`src/rtl/pipe_inc_pkg.sv`:
```
package pipe_inc_pkg;

  // Number of register stages when rows are grouped g at a time.
  function automatic int stage_count(input int n, input int g);
    return (n + g - 1) / g;
  endfunction

  // A row is registered at the end of each group and always at the bottom.
  function automatic bit row_registered(input int i, input int n, input int g);
    return (((i + 1) % g) == 0) || (i == n - 1);
  endfunction

endpackage

```
`src/rtl/inc_row.sv`:
```
module inc_row #(
  parameter int N   = 8,
  parameter int IDX = 0,
  parameter bit REG = 1'b1
) (
  input  logic         clk,
  input  logic         clr,
  input  logic [N:0]   lane_in,
  output logic [N:0]   lane_out
);

  logic [N:0] nxt;

  // Half-adder on lanes IDX (carry) and IDX+1 (operand bit); other lanes pass.
  always_comb begin
    nxt          = lane_in;
    nxt[IDX]     = lane_in[IDX] ^ lane_in[IDX+1];
    nxt[IDX+1]   = lane_in[IDX] & lane_in[IDX+1];
  end

  generate
    if (REG) begin : g_reg
      always_ff @(posedge clk) begin
        if (clr) lane_out <= '0;
        else     lane_out <= nxt;
      end
    end else begin : g_comb
      assign lane_out = nxt;
    end
  endgenerate

endmodule

```
`src/rtl/inc_tag_delay.sv`:
```
module inc_tag_delay #(
  parameter int DEPTH = 8
) (
  input  logic clk,
  input  logic clr,
  input  logic tag_in,
  output logic tag_out
);

  logic [DEPTH-1:0] sr;

  generate
    if (DEPTH == 1) begin : g_one
      always_ff @(posedge clk) begin
        if (clr) sr <= '0;
        else     sr <= tag_in;
      end
    end else begin : g_many
      always_ff @(posedge clk) begin
        if (clr) sr <= '0;
        else     sr <= {sr[DEPTH-2:0], tag_in};
      end
    end
  endgenerate

  assign tag_out = sr[DEPTH-1];

endmodule

```
`src/rtl/pipe_incrementer.sv`:
```
module pipe_incrementer
  import pipe_inc_pkg::*;
#(
  parameter int WIDTH          = 8,
  parameter int ROWS_PER_STAGE = 1
) (
  input  logic             clk,
  input  logic             clr,
  input  logic             vld_in,
  input  logic [WIDTH-1:0] op_in,
  input  logic             cin,
  output logic [WIDTH-1:0] sum_out,
  output logic             cout,
  output logic             vld_out
);

  localparam int LAT = stage_count(WIDTH, ROWS_PER_STAGE);
  localparam int CW  = $clog2(LAT + 1) + 1;

  // lanes[i] is the lane vector entering row i; lane 0 starts as the carry.
  logic [WIDTH:0] lanes [0:WIDTH];

  assign lanes[0] = {op_in, cin};

  generate
    for (genvar i = 0; i < WIDTH; i++) begin : g_row
      inc_row #(
        .N   (WIDTH),
        .IDX (i),
        .REG (row_registered(i, WIDTH, ROWS_PER_STAGE))
      ) u_row (
        .clk      (clk),
        .clr      (clr),
        .lane_in  (lanes[i]),
        .lane_out (lanes[i+1])
      );
    end
  endgenerate

  assign sum_out = lanes[WIDTH][WIDTH-1:0];
  assign cout    = lanes[WIDTH][WIDTH];

  inc_tag_delay #(.DEPTH(LAT)) u_tag (
    .clk     (clk),
    .clr     (clr),
    .tag_in  (vld_in),
    .tag_out (vld_out)
  );

  // Cycles since the last clear, saturating at LAT (used by checks only).
  logic [CW-1:0] since_clr;
  always_ff @(posedge clk) begin
    if (clr)                          since_clr <= '0;
    else if (since_clr < CW'(LAT))    since_clr <= since_clr + 1'b1;
  end

  // a clear edge leaves all outputs at zero.
  assert_clear_zeroes_R5: assert property (@(posedge clk)
    clr |=> (sum_out == '0) && !cout && !vld_out);

  // no tag may emerge before a full latency has passed since a clear.
  assert_tag_quiet_after_clear_R5: assert property (@(posedge clk) disable iff (clr)
    (since_clr < CW'(LAT)) |-> !vld_out);

  // a carry-out cannot emerge before an operand has crossed the array.
  assert_cout_after_fill_R5: assert property (@(posedge clk) disable iff (clr)
    cout |-> (since_clr >= CW'(LAT)));

  // an overflowing increment always wraps the sum to zero.
  assert_wrap_to_zero_R3: assert property (@(posedge clk) disable iff (clr)
    cout |-> (sum_out == '0));

endmodule

```
`config.mk`:
```
export PLATFORM = sky130hd
export DESIGN_NAME = pipe_incrementer
export DESIGN_NICKNAME = d
export VERILOG_FILES = /design/src/rtl/pipe_inc_pkg.sv /design/src/rtl/inc_row.sv /design/src/rtl/inc_tag_delay.sv /design/src/rtl/pipe_incrementer.sv
export SDC_FILE = /design/constraint.sdc
export NUM_CORES = 1
export LEC_CHECK = 0
export ABC_AREA = 1
export BUFFER_PORTS_ARGS = -buffer_cell sky130_fd_sc_hd__buf_2
export CELL_PAD_IN_SITES_DETAIL_PLACEMENT = 1
export CELL_PAD_IN_SITES_GLOBAL_PLACEMENT = 1
export CORE_UTILIZATION = 43
export DETAILED_ROUTE_END_ITERATION = 8
export HOLD_SLACK_MARGIN = 0.15
export PLACE_DENSITY_LB_ADDON = 0.15
export SLEW_MARGIN = 30
export SYNTH_ARGS = -nofsm -noshare
export SYNTH_HDL_FRONTEND = slang
export SYNTH_SLANG_ARGS = --single-unit
```
`constraint.sdc`:
```
create_clock -name clk -period 1.1 [get_ports clk]
set_clock_uncertainty 0.05 [all_clocks]
set_input_delay 0.11 -clock clk [delete_from_list [all_inputs] [get_ports clk]]
set_output_delay 0.11 -clock clk [all_outputs]
set_load 0.005 [all_outputs]
```
==> summary.md <==
| Metric | Value |
|---|---|
| Post-CTS Setup Inserts | `0` |
| Final net count | `approximately 310` |
| Die W | `approximately 77 um` |
| Global route overflow | `0` |
| Initial antenna violation count | `0` |
| Starting Density | `a little under half` |
| Num CTS Buffers | `9` |
| Average detailed-routed wire length per instance | `8.14 um` |
| Run status | `complete, no violations` |
| Element type at the critical path end | `flip-flop` |
| Fill cell total of the finished layout | `just over 600` |
| Hold bufs inserted after CTS | `10` |
| Pin count of the biggest net entering global routing | `46` |
| Skew-Pair Late Insertion Delay | `between 0.3 and 0.4 ns` |
| Clock network power share | `36.5%` |
| Post-Synthesis Mean Instance Area | `roughly 9.4 um2` |
| Count of different cell masters after synthesis | `5` |
| Area of the multi-input gates | `400 um2` |
| Highest achievable clock rate | `between 1000 and 1500 MHz` |
| Power share of the combinational group | `between 3 and 4%` |
| Switching power of the nets | `1.03 mW` |
| Buffer depth of the longest clock path | `2` |
| Drc violations | `0` |
| Share of cells above drive strength 1 | `between 10% and 20%` |
| Post-Synthesis Cells | `approximately 260` |
| FF/Latch Area | `1600 um2` |
| Floorplan die area | `around 5900 um2` |
| Clock slew at the register clock pins of the worst setup and hold paths | `approximately 0.070 ns` |
| Maximum cell stage delay along the critical path | `between 0.5 and 0.6 ns` |
| Worst Hold Class | `in -> reg` |
| Clock tree from TritonCTS | `done` |
| Kind of critical path | `in -> reg` |
| Fin. Hold Viols | `0` |
| Metal2 WL | `~1600 um` |
| CTS Sinks | `80` |
| Routed met1 length | `between 1000 and 1500 um` |
| Total length of routed wires | `about 3000 um` |
| Slowest CP cell | `dlygate4sd3_1` |
| Clock root cell | `clkbuf_8` |
| Boundary pin count | `22` |
| Dominant delay contributor by cell family on the critical path | `buffers and inverters` |
| Switching power as a share of total power | `between 20% and 30%` |
| Number of global-route vias before repair | `~1,400` |
| Drt first-iter violations | `43` |
| Sequential element share of the synthesized area | `66.6%` |
| Vertical die dimension | `76.8 um` |
| Maxcap violations | `0` |
| Highest metal used | `met4` |
| CTS H-tree lvls | `3` |
| Startpoint Class | `primary input` |
| Cell leakage power | `approximately 1.3 nW` |
| Wire length of the first global-routing pass | `5410 um` |
| Final core occ | `around 53%` |
| Min cycle time layout | `0.951 ns` |
| Port Buffer Count | `21` |
| Met3 layer wire length in the routed design | `approximately 100 um` |
| Tightest Pin Transition | `around 0.18 ns` |
| Number of max-slew violations in the final report | `0` |
| Largest fanout on the critical path | `1` |
| Antenna fix cells | `0` |
| Synth-to-Final Area Change | `16.5%` |
| Synthesized flop and latch total | `80` |
| Final setup fails | `0` |
| Per-cell via count in the routed design | `just under 4` |
| Critical path data required time | `approximately 1.3 ns` |
| Arrival time of data at the critical path endpoint | `about 1.1 ns` |
| Post-route antenna net violation count | `0` |
| Sequential cell fraction of total power | `about three fifths` |
| Post-synthesis instance area | `2400 um2` |
| Period utilization | `roughly 86%` |
| Internal portion of total power | `3.90 mW` |
| Synth Net Count | `between 200 and 300` |
| Site Rows | `26` |
| Unrepaired setup endpoints after global routing | `no` |
| PostCTS Resize Cnt | `0` |
| Global placer's final weighted congestion | `between 0.5 and 0.6` |
| GRT Resource Usage Total | `roughly 12%` |
| Router iterations before antenna repair | `2` |
| Total core area | `between 5000 and 6000 um2` |
| Worst-path cell chain | `dlygate4sd3_1 > buf_2 > ha_1 > inv_1 > nor2_1` |
| Setup TNS after final layout | `0 ns` |
| Slew HR | `about nine tenths` |
| Buffers and inverters on the worst path | `3` |
| Maximum vdd drop | `~0.00085 V` |
| Number of warning messages in the yosys log | `0` |
| Pwr per Cell Area | `~1800 nW/um2` |
| DPL Wire Length | `around 1800 um` |
| Total vias in the final route | `1,447` |
==> layer usage <==
metal / vias to the layer above / GRT usage (%)
met2: 25 / 22.4
met5: - / 0
met1: 655 / 11.0
met3: 4 / 3.57
li1: 763 / -
met4: 0 / 8.65
==> layout make-up <==
class	instances	share of cell area, %
multi-input cells	88	14.3
inverters	80	10.7
flip-flops and latches	80	57.2
well taps	70	3.13
clock inverters	4	0.715
repair buffers	33	8.76
clock buffers	12	5.18
==> Yosys cell counts <==
library cell | n | area share, %
nor2_1 | 80 | 12
buf_6 | 9 | 4.2
inv_1 | 80 | 12
dfxtp_1 | 80 | 67
ha_1 | 8 | 4.2
==> cells in the final DEF (no fill, tap or decap) <==
master         count
dlygate4sd3_1     10
dfxtp_1           80
buf_12             2
ha_1               8
nor2_1            80
buf_2             21
inv_1             80
clkbuf_1           2
clkbuf_8          10
clkinv_2           4
==> worst min-delay path, stage by stage <==
cell	delay, ns
buf_2	0.13
buf_12	0.19
nor2_1	0.06
==> power groups by stage <==
stage | combinational [mW] | sequential, mW | clock, mW
after floorplan | 0.117 | 3.03 | 0
after global placement | 0.133 | 3.03 | 0
after detailed placement | 0.140 | 3.03 | 0
after CTS | 0.167 | 2.97 | 1.88
after global routing | 0.191 | 2.97 | 1.99
final | 0.162 | 2.97 | 1.80
==> flip-flops by register name, indices dropped and copies added, names as in the netlist <==
signal                count
u_tag.sr                  8
g_row.u_row.lane_out     72
==> kinds of logic after synthesis <==
group                    Yosys count  share of synthesized area (%)
buffers and inverters             89                           16.7
flip-flops                        80                           66.6
AND/OR/NAND/NOR                   80                           12.5
adder cells (fa/ha/maj)            8                           4.16
==> stage by stage <==
stage / std cells / instance area, um2 / total power [mW] / setup slack [ns] / hold WS [ns]
6_report: 367 / 2800 / 4.93 / 0.149 / 0.160
5_1_grt: 367 / 2800 / 5.15 / 0.141 / 0.160
4_1_cts: 367 / 2800 / 5.01 / 0.166 / 0.154
3_5_place_dp: 341 / 2530 / 3.17 / 0.260 / 0.271
3_3_place_gp: 341 / 2530 / 3.16 / 0.300 / 0.258
2_1_floorplan: 257 / 2400 / 3.15 / 0.315 / 0.167
==> worst paths after layout <==
kind                                         startpoint                                    end  slack, ns  cells past startpoint
hold reg to reg   g_row[6].u_row.lane_out[5]$_SDFF_PP0_  g_row[7].u_row.lane_out[5]$_SDFF_PP0_       0.35                      2
hold / removal                                      clr                 u_tag.sr[5]$_SDFF_PP0_       0.16                      3
setup / recovery                               op_in[0]  g_row[0].u_row.lane_out[0]$_SDFF_PP0_       0.15                      5
setup reg to reg  g_row[3].u_row.lane_out[4]$_SDFF_PP0_  g_row[4].u_row.lane_out[4]$_SDFF_PP0_       0.26                      3
No activity file was read; power rests on OpenSTA's default activity.
